### src/rtl/ex_fwd_pkg.sv
package ex_fwd_pkg;

    typedef enum logic [1:0] {
        SRC_RF   = 2'd0,
        SRC_WB   = 2'd1,
        SRC_MEM  = 2'd2,
        SRC_RSVD = 2'd3
    } fwd_src_e;

    localparam int N_OPND = 2;

endpackage

### src/rtl/ex_fwd_match.sv
module ex_fwd_match #(
    parameter int REG_W = 5
) (
    input  logic [REG_W-1:0] src,
    input  logic [REG_W-1:0] mem_dst,
    input  logic             mem_wen,
    input  logic [REG_W-1:0] wb_dst,
    input  logic             wb_wen,
    output logic [1:0]       sel
);
    import ex_fwd_pkg::*;

    localparam logic [REG_W-1:0] ZERO_REG = '0;

    logic hit_mem;
    logic hit_wb;

    always_comb begin
        hit_mem = mem_wen && (mem_dst != ZERO_REG) && (mem_dst == src);
        hit_wb  = wb_wen  && (wb_dst  != ZERO_REG) && (wb_dst  == src);
    end

    always_comb begin
        sel = SRC_RF;
        if (hit_mem) begin
            sel = SRC_MEM;
        end else if (hit_wb) begin
            sel = SRC_WB;
        end
    end

endmodule

### src/rtl/ex_fwd_opmux.sv
module ex_fwd_opmux #(
    parameter int DATA_W = 32
) (
    input  logic [1:0]        sel,
    input  logic [DATA_W-1:0] rf_val,
    input  logic [DATA_W-1:0] wb_val,
    input  logic [DATA_W-1:0] mem_val,
    output logic [DATA_W-1:0] y
);
    import ex_fwd_pkg::*;

    always_comb begin
        unique case (fwd_src_e'(sel))
            SRC_WB:   y = wb_val;
            SRC_MEM:  y = mem_val;
            SRC_RF:   y = rf_val;
            SRC_RSVD: y = rf_val;
            default:  y = rf_val;
        endcase
    end

endmodule

### src/rtl/ex_fwd_store.sv
module ex_fwd_store #(
    parameter int REG_W  = 5,
    parameter int DATA_W = 32
) (
    input  logic              mem_is_store,
    input  logic [REG_W-1:0]  mem_st_reg,
    input  logic [DATA_W-1:0] mem_st_data,
    input  logic              wb_is_load,
    input  logic              wb_wen,
    input  logic [REG_W-1:0]  wb_dst,
    input  logic [DATA_W-1:0] wb_val,
    output logic              sel_st,
    output logic [DATA_W-1:0] st_wdata
);
    localparam logic [REG_W-1:0] ZERO_REG = '0;

    always_comb begin
        sel_st = mem_is_store && wb_is_load && wb_wen
                 && (wb_dst != ZERO_REG) && (wb_dst == mem_st_reg);
        st_wdata = sel_st ? wb_val : mem_st_data;
    end

endmodule

### src/rtl/ex_fwd_unit.sv
module ex_fwd_unit #(
    parameter int REG_W  = 5,
    parameter int DATA_W = 32
) (
    input  logic [REG_W-1:0]  ex_src_a,
    input  logic [REG_W-1:0]  ex_src_b,
    input  logic [DATA_W-1:0] rf_val_a,
    input  logic [DATA_W-1:0] rf_val_b,
    input  logic [REG_W-1:0]  mem_dst,
    input  logic              mem_wen,
    input  logic [DATA_W-1:0] mem_alu,
    input  logic [REG_W-1:0]  wb_dst,
    input  logic              wb_wen,
    input  logic              wb_is_load,
    input  logic [DATA_W-1:0] wb_val,
    input  logic              mem_is_store,
    input  logic [REG_W-1:0]  mem_st_reg,
    input  logic [DATA_W-1:0] mem_st_data,
    output logic [1:0]        sel_a,
    output logic [1:0]        sel_b,
    output logic [DATA_W-1:0] opnd_a,
    output logic [DATA_W-1:0] opnd_b,
    output logic              sel_st,
    output logic [DATA_W-1:0] st_wdata
);
    import ex_fwd_pkg::*;

    logic [REG_W-1:0]  src_v [N_OPND];
    logic [DATA_W-1:0] rf_v  [N_OPND];
    logic [1:0]        sel_v [N_OPND];
    logic [DATA_W-1:0] out_v [N_OPND];

    always_comb begin
        src_v[0] = ex_src_a;
        src_v[1] = ex_src_b;
        rf_v[0]  = rf_val_a;
        rf_v[1]  = rf_val_b;
    end

    for (genvar g = 0; g < N_OPND; g++) begin : g_opnd
        ex_fwd_match #(.REG_W(REG_W)) u_match (
            .src     (src_v[g]),
            .mem_dst (mem_dst),
            .mem_wen (mem_wen),
            .wb_dst  (wb_dst),
            .wb_wen  (wb_wen),
            .sel     (sel_v[g])
        );

        ex_fwd_opmux #(.DATA_W(DATA_W)) u_mux (
            .sel     (sel_v[g]),
            .rf_val  (rf_v[g]),
            .wb_val  (wb_val),
            .mem_val (mem_alu),
            .y       (out_v[g])
        );
    end

    ex_fwd_store #(.REG_W(REG_W), .DATA_W(DATA_W)) u_store (
        .mem_is_store (mem_is_store),
        .mem_st_reg   (mem_st_reg),
        .mem_st_data  (mem_st_data),
        .wb_is_load   (wb_is_load),
        .wb_wen       (wb_wen),
        .wb_dst       (wb_dst),
        .wb_val       (wb_val),
        .sel_st       (sel_st),
        .st_wdata     (st_wdata)
    );

    always_comb begin
        sel_a  = sel_v[0];
        sel_b  = sel_v[1];
        opnd_a = out_v[0];
        opnd_b = out_v[1];
    end

endmodule

### config.mk
export PLATFORM = sky130hd
export DESIGN_NAME = ex_fwd_unit
export DESIGN_NICKNAME = d
export VERILOG_FILES = /design/src/rtl/ex_fwd_pkg.sv /design/src/rtl/ex_fwd_match.sv /design/src/rtl/ex_fwd_opmux.sv /design/src/rtl/ex_fwd_store.sv /design/src/rtl/ex_fwd_unit.sv
export SDC_FILE = /design/constraint.sdc
export NUM_CORES = 1
export LEC_CHECK = 0
export ABC_AREA = 1
export CORE_AREA = 2 2 113 115
export DETAILED_ROUTE_END_ITERATION = 8
export DIE_AREA = 0 0 115 117
export GPL_TIMING_DRIVEN = 0
export PLACE_DENSITY_LB_ADDON = 0.05
export SYNTH_ARGS = -nofsm -noshare
export SYNTH_HDL_FRONTEND = slang
export SYNTH_SLANG_ARGS = --single-unit
### constraint.sdc
create_clock -name vclk -period 2.7
set_input_delay 0.81 -clock vclk [all_inputs]
set_output_delay 0.81 -clock vclk [all_outputs]
set_load 0.01 [all_outputs]
**Yosys cells after proc, flatten, opt, wreduce, memory -nomap -nowiden**

Index checks and enable logic that the tools add are counted.
W data, S select, Z words.

- Flip-flop bits (word level): 0
- Bits in latches: 0
- Bits in writable memories: 0
- ROM bits: 0
- Input bits: 189
- Output and inout port bits: 101
- Logic and storage cells: 34
- Memories: 0

- $add $sub $neg: 0
- Multiply operators: 0
- Div/mod/pow operators: 0
- Order comparisons: 0
- Equal/unequal tests: 11
- Shift-type cells: 0
- Muxes and demuxes: 7
- Bitwise gates (word level): 0
- Reductions and logical operators: 16

Operator list:

| operator | number |
|---|---|
| $pmux W32 S3 | 2 |
| $mux W32 | 1 |
| $eq A5 B5 Y1 | 5 |
| $logic_and A1 B1 Y1 | 10 |
| $reduce_bool A5 Y1 | 2 |
| $eq A2 B2 Y1 const B | 4 |
| $eq A2 B1 Y1 const B | 2 |
| $logic_not A2 Y1 | 2 |
| $mux W2 | 2 |
| $reduce_or A2 Y1 | 2 |
| $mux W1 | 2 |

**Longest topological paths before layout**

- Depth in word-level cells: 8
- Depth in mapped cells: 10
- Depth with buffers taken out: 9

**Cells and area by module**

A second synthesis with hierarchy kept.

- Cell total of the unflattened synthesis: 653
- Area total of the unflattened synthesis: 2834.0 µm²

By module, submodules not included:

| module | instances | cells each | area each (µm²) | seq. area each (µm²) |
|---|---|---|---|---|
| ex_fwd_opmux | 2 | 210 | 878.3 | 0.0 |
| ex_fwd_store | 1 | 131 | 634.4 | 0.0 |
| ex_fwd_match | 2 | 51 | 221.5 | 0.0 |

**Worst setup path before layout**

OpenSTA, ideal clock, no wires.

- Path kind: input to output
- From: input port wb_dst[0]
- To: output port st_wdata[22]
- Arrival: 1.837 ns
- Required time: 1.890 ns
- Slack: 0.053 ns
- Cell stages on the path: 10
- Buffers on the path: 2
- Cell sequence: buf_2 -> inv_1 -> nand2_1 -> nand3_1 -> nor3_2 -> nand2_2 -> inv_2 -> buf_4 -> nand2_1 -> nand2_1

- Word-level cells in the longest chain between the ends: 4
- Elaborated cells on any way between the ends: 5
- Those cells by class: eq/ne (1); mux (1); reduce/logical (3)

RTL lines:

| element | RTL line | source |
|---|---|---|
| start: declaration | ex_fwd_unit.sv:12 | `input logic [REG_W-1:0] wb_dst,` |
| $reduce_bool A5 Y1 | ex_fwd_store.sv:19 | `&& (wb_dst != ZERO_REG) && (wb_dst == mem_st_reg);` |
| $logic_and A1 B1 Y1 | ex_fwd_store.sv:19 |  |
| $logic_and A1 B1 Y1 * | ex_fwd_store.sv:19 |  |
| via sel_st | ex_fwd_unit.sv:23 | `output logic sel_st,` |
| $mux W32 * | ex_fwd_store.sv:20 | `st_wdata = sel_st ? wb_val : mem_st_data;` |
| end: declaration | ex_fwd_unit.sv:24 | `output logic [DATA_W-1:0] st_wdata` |

Mark *: on every way through the listed nets, which the timed path passes. The rest lies on a longest branch.

**Worst setup path in the final report**

- From: input port ex_src_a[0]
- To: output port opnd_a[22]

- Word-level cells in the longest chain between the ends: 7
- Elaborated cells on any way between the ends: 12
- Those cells by class: eq/ne (5); mux (3); reduce/logical (4)

RTL lines:

| element | RTL line | source |
|---|---|---|
| start: declaration | ex_fwd_unit.sv:5 | `input logic [REG_W-1:0] ex_src_a,` |
| $eq A5 B5 Y1 | ex_fwd_match.sv:20 | `hit_wb = wb_wen && (wb_dst != ZERO_REG) && (wb_dst == src);` |
| $logic_and A1 B1 Y1 | ex_fwd_match.sv:20 |  |
| $mux W1 | ex_fwd_match.sv:27 | `end else if (hit_wb) begin` |
| $mux W2 * | ex_fwd_match.sv:25 | `if (hit_mem) begin` |
| $eq A2 B2 Y1 / $logic_not A2 Y1 (equally long branches) | ex_fwd_opmux.sv:13 | `unique case (fwd_src_e'(sel))` |
| $reduce_or A2 Y1 (no line) | -- |  |
| $pmux W32 S3 * | ex_fwd_opmux.sv:13 |  |
| end: declaration | ex_fwd_unit.sv:21 | `output logic [DATA_W-1:0] opnd_a,` |

Mark *: on every way between the ends. The rest lies on a longest branch, timed or not.

==> flow_summary.ini <==
[cells_and_area]
area_of_combinational_cells_with_multiple_inputs_um2 = 3825
num_antenna_cells = 0
layout-drive-gt1-share_pct = 66.89
synthToLayoutAreaGrowth_pct = 285.1
fillCellCount = 933
design.final.nets = 1079
final.clkbuf_count = 0
flops_and_latches = 0
sequential_cell_area_um2 = 0

[sta]
timing.final.crit_share_pct = 112.7
final_critical_path_setup_slack_ns = -0.3439
holdWs_ns = 2.254
setup-violations-final = 98
worst-slew-pin-transition_ns = 0.2965
min_period_ns = 3.044
timing.fmax_mhz = 328.5
maxSlewViolCount = 0
hold_viol_final = 0
timing.max_slew.rel_slack_pct = 80.14
finalSetupTns_ns = -20.26
rsz0062_at_grt = true

[setup_path]
worst_endpoint_data_arrival_time_ns = 2.23
worst_setup_path_startpoint = ex_src_a[0]
endpoint_kind = output port
critical_path_class = input port to output port
critPathRequiredTime_ns = 1.89
timing.critical_path.fanout_max = 5
worst_setup_path_start_kind = input port

[logic_synthesis]
number_of_instances_in_the_synthesized_netlist = 513
ys_seq_area_share_pct = 0
yosys_warnings = 0
synth.distinct_cells = 20
mappedNetlistNets = 702
postSynthAreaPerCell_um2 = 4.580
synth_area_um2 = 2350

[floorplan]
fp.dieW_um = 115
core-area_um2 = 12310
rows = 41
start_util_pct = 19.09
die-height_um = 117
die-area_um2 = 13460
ios = 290

[power_and_ir_drop]
irDropWorstVdd_mv = 0.08472
p_per_area_nw_per_um2 = 126.7
design_power_total_mw = 1.147
leakagePower_nw = 4.276

[global_route]
global_route_wire_length_before_repair_um = 31460
globalRouteOverflowTotal = 0
grt_antenna_before_repair = 0
grt_max_degree = 11
grt.total_usage_pct = 30.56
via_count_of_the_first_global_routing_pass = 5402

[route]
wl_per_cell_um = 22.10
finalWirelength_um = 22940
drc_violation_count_after_routing = 0
routed-via-count = 5343
avgViaCountPerCell = 5.147
drt_iter0_markers = 311
first_pass_iters = 4
detail-route-antenna-nets = 0

[status]
failing_checks = setup timing
outcome = finished, violations left

[placed_design]
place.gp.congestion = 0.8600
dpl.hpwl_um = 14030
portBuffers = 289
pre_cts_slack_ns = -1.367

[hold_path]
min_from = mem_st_data[21]
worst_hold_path_type = input port to output port

[cts]
cts-hold-fix-buffers = 0

[job]
max-cap-violations = 0
## metal layers
layer,vias to the layer above,GRT usage (%),share of wire [%]
li1,2476,-,-
met1,2576,37.87,39
met2,248,56.94,52
met3,43,4.171,7.2
met4,0,5.382,2.2
met5,-,0,0
## worst paths after layout
| path | endpoint | slack, ns | cells after the start |
|---|---|---|---|
| setup / recovery | opnd_a[22] | -0.34 | 14 |
| hold / removal | st_wdata[21] | 2.25 | 4 |
## synthesized netlist by cell type
| library cell | number | area (um^2) |
|---|---|---|
| sky130_fd_sc_hd__xnor2_1 | 6 | 52.55 |
| sky130_fd_sc_hd__nor2b_1 | 2 | 12.51 |
| sky130_fd_sc_hd__buf_4 | 10 | 75.07 |
| sky130_fd_sc_hd__nand2_2 | 2 | 12.51 |
| sky130_fd_sc_hd__clkinv_1 | 2 | 7.510 |
| sky130_fd_sc_hd__nor2_1 | 16 | 60.06 |
| sky130_fd_sc_hd__clkbuf_1 | 4 | 15.01 |
| sky130_fd_sc_hd__xor2_1 | 6 | 52.55 |
| sky130_fd_sc_hd__nand3_2 | 2 | 20.02 |
| sky130_fd_sc_hd__nor3_2 | 1 | 10.01 |
| sky130_fd_sc_hd__or2_2 | 1 | 6.260 |
| sky130_fd_sc_hd__nand3_1 | 199 | 996.0 |
| sky130_fd_sc_hd__nand2_1 | 209 | 784.5 |
| sky130_fd_sc_hd__o211ai_1 | 1 | 7.510 |
| sky130_fd_sc_hd__buf_2 | 27 | 135.1 |
| sky130_fd_sc_hd__nor2_2 | 2 | 12.51 |
| sky130_fd_sc_hd__nand4_1 | 1 | 6.260 |
| sky130_fd_sc_hd__inv_2 | 3 | 11.26 |
| sky130_fd_sc_hd__a21oi_1 | 1 | 5.000 |
| sky130_fd_sc_hd__inv_1 | 18 | 67.56 |
## power breakdown
part           internal, mW  switching (mW)
Combinational         0.654           0.493
Clock                     0               0
Sequential                0               0
Total                 0.654           0.493
## layout make-up
type / instances / share of cell area, %
Timing Repair Buffer: 382 / 47.40
Multi-Input combinational cell: 449 / 42.27
Buffer: 34 / 6.554
Tap cell: 150 / 2.074
Inverter: 23 / 1.701
## critical path, cell delays in order
cell and delay (ns):
sky130_fd_sc_hd__buf_12 0.11, sky130_fd_sc_hd__buf_4 0.14, sky130_fd_sc_hd__nand2_4 0.07, sky130_fd_sc_hd__nand2_4 0.06, sky130_fd_sc_hd__nor2_4 0.11, sky130_fd_sc_hd__nand3_2 0.10, sky130_fd_sc_hd__nor2_4 0.12, sky130_fd_sc_hd__buf_12 0.13
sky130_fd_sc_hd__buf_12 0.10, sky130_fd_sc_hd__buf_8 0.13, sky130_fd_sc_hd__buf_6 0.10, sky130_fd_sc_hd__nand3_2 0.06, sky130_fd_sc_hd__nand3_2 0.09, sky130_fd_sc_hd__buf_6 0.10
## logic make-up after synthesis
| logic type | synth area share (%) |
|---|---|
| AND/OR/NAND/NOR | 81.74 |
| buffers and inverters | 13.26 |
| XOR/XNOR | 4.473 |
| AO/OA/AOI/OAI | 0.5324 |
## metrics by stage
| step | instance area, um^2 | cells | utilization, % |
|---|---|---|---|
| 4_1_cts | 8155 | 1040 | 66.24 |
| 5_1_grt | 9049 | 1038 | 73.50 |
| 3_5_place_dp | 5430 | 952 | 44.11 |
| 2_1_floorplan | 2350 | 513 | - |
| 3_3_place_gp | 5430 | 952 | 44.11 |
| 6_report | 9049 | 1038 | 73.50 |
## timing repair
action | in CTS | in global routing
setup buffers | 62 | 16
gates resized for setup | 1034 | 248
gates cloned | 27 | 3
pin swaps | 142 | 138
endpoints found under the setup margin | 101 | 101
## placed cells by master, fill, tap and decap left out, types with 10 or more instances in the layout
cell	instances
sky130_fd_sc_hd__buf_12	29
sky130_fd_sc_hd__buf_16	12
sky130_fd_sc_hd__buf_2	31
sky130_fd_sc_hd__buf_4	25
sky130_fd_sc_hd__buf_6	113
sky130_fd_sc_hd__buf_8	32
sky130_fd_sc_hd__clkdlybuf4s50_1	160
sky130_fd_sc_hd__nand2_1	104
sky130_fd_sc_hd__nand2_2	73
sky130_fd_sc_hd__nand2_4	34
sky130_fd_sc_hd__nand3_1	12
sky130_fd_sc_hd__nand3_2	155
sky130_fd_sc_hd__nand3_4	34
sky130_fd_sc_hd__nor2_4	10
(Power assumes the default switching activity.)
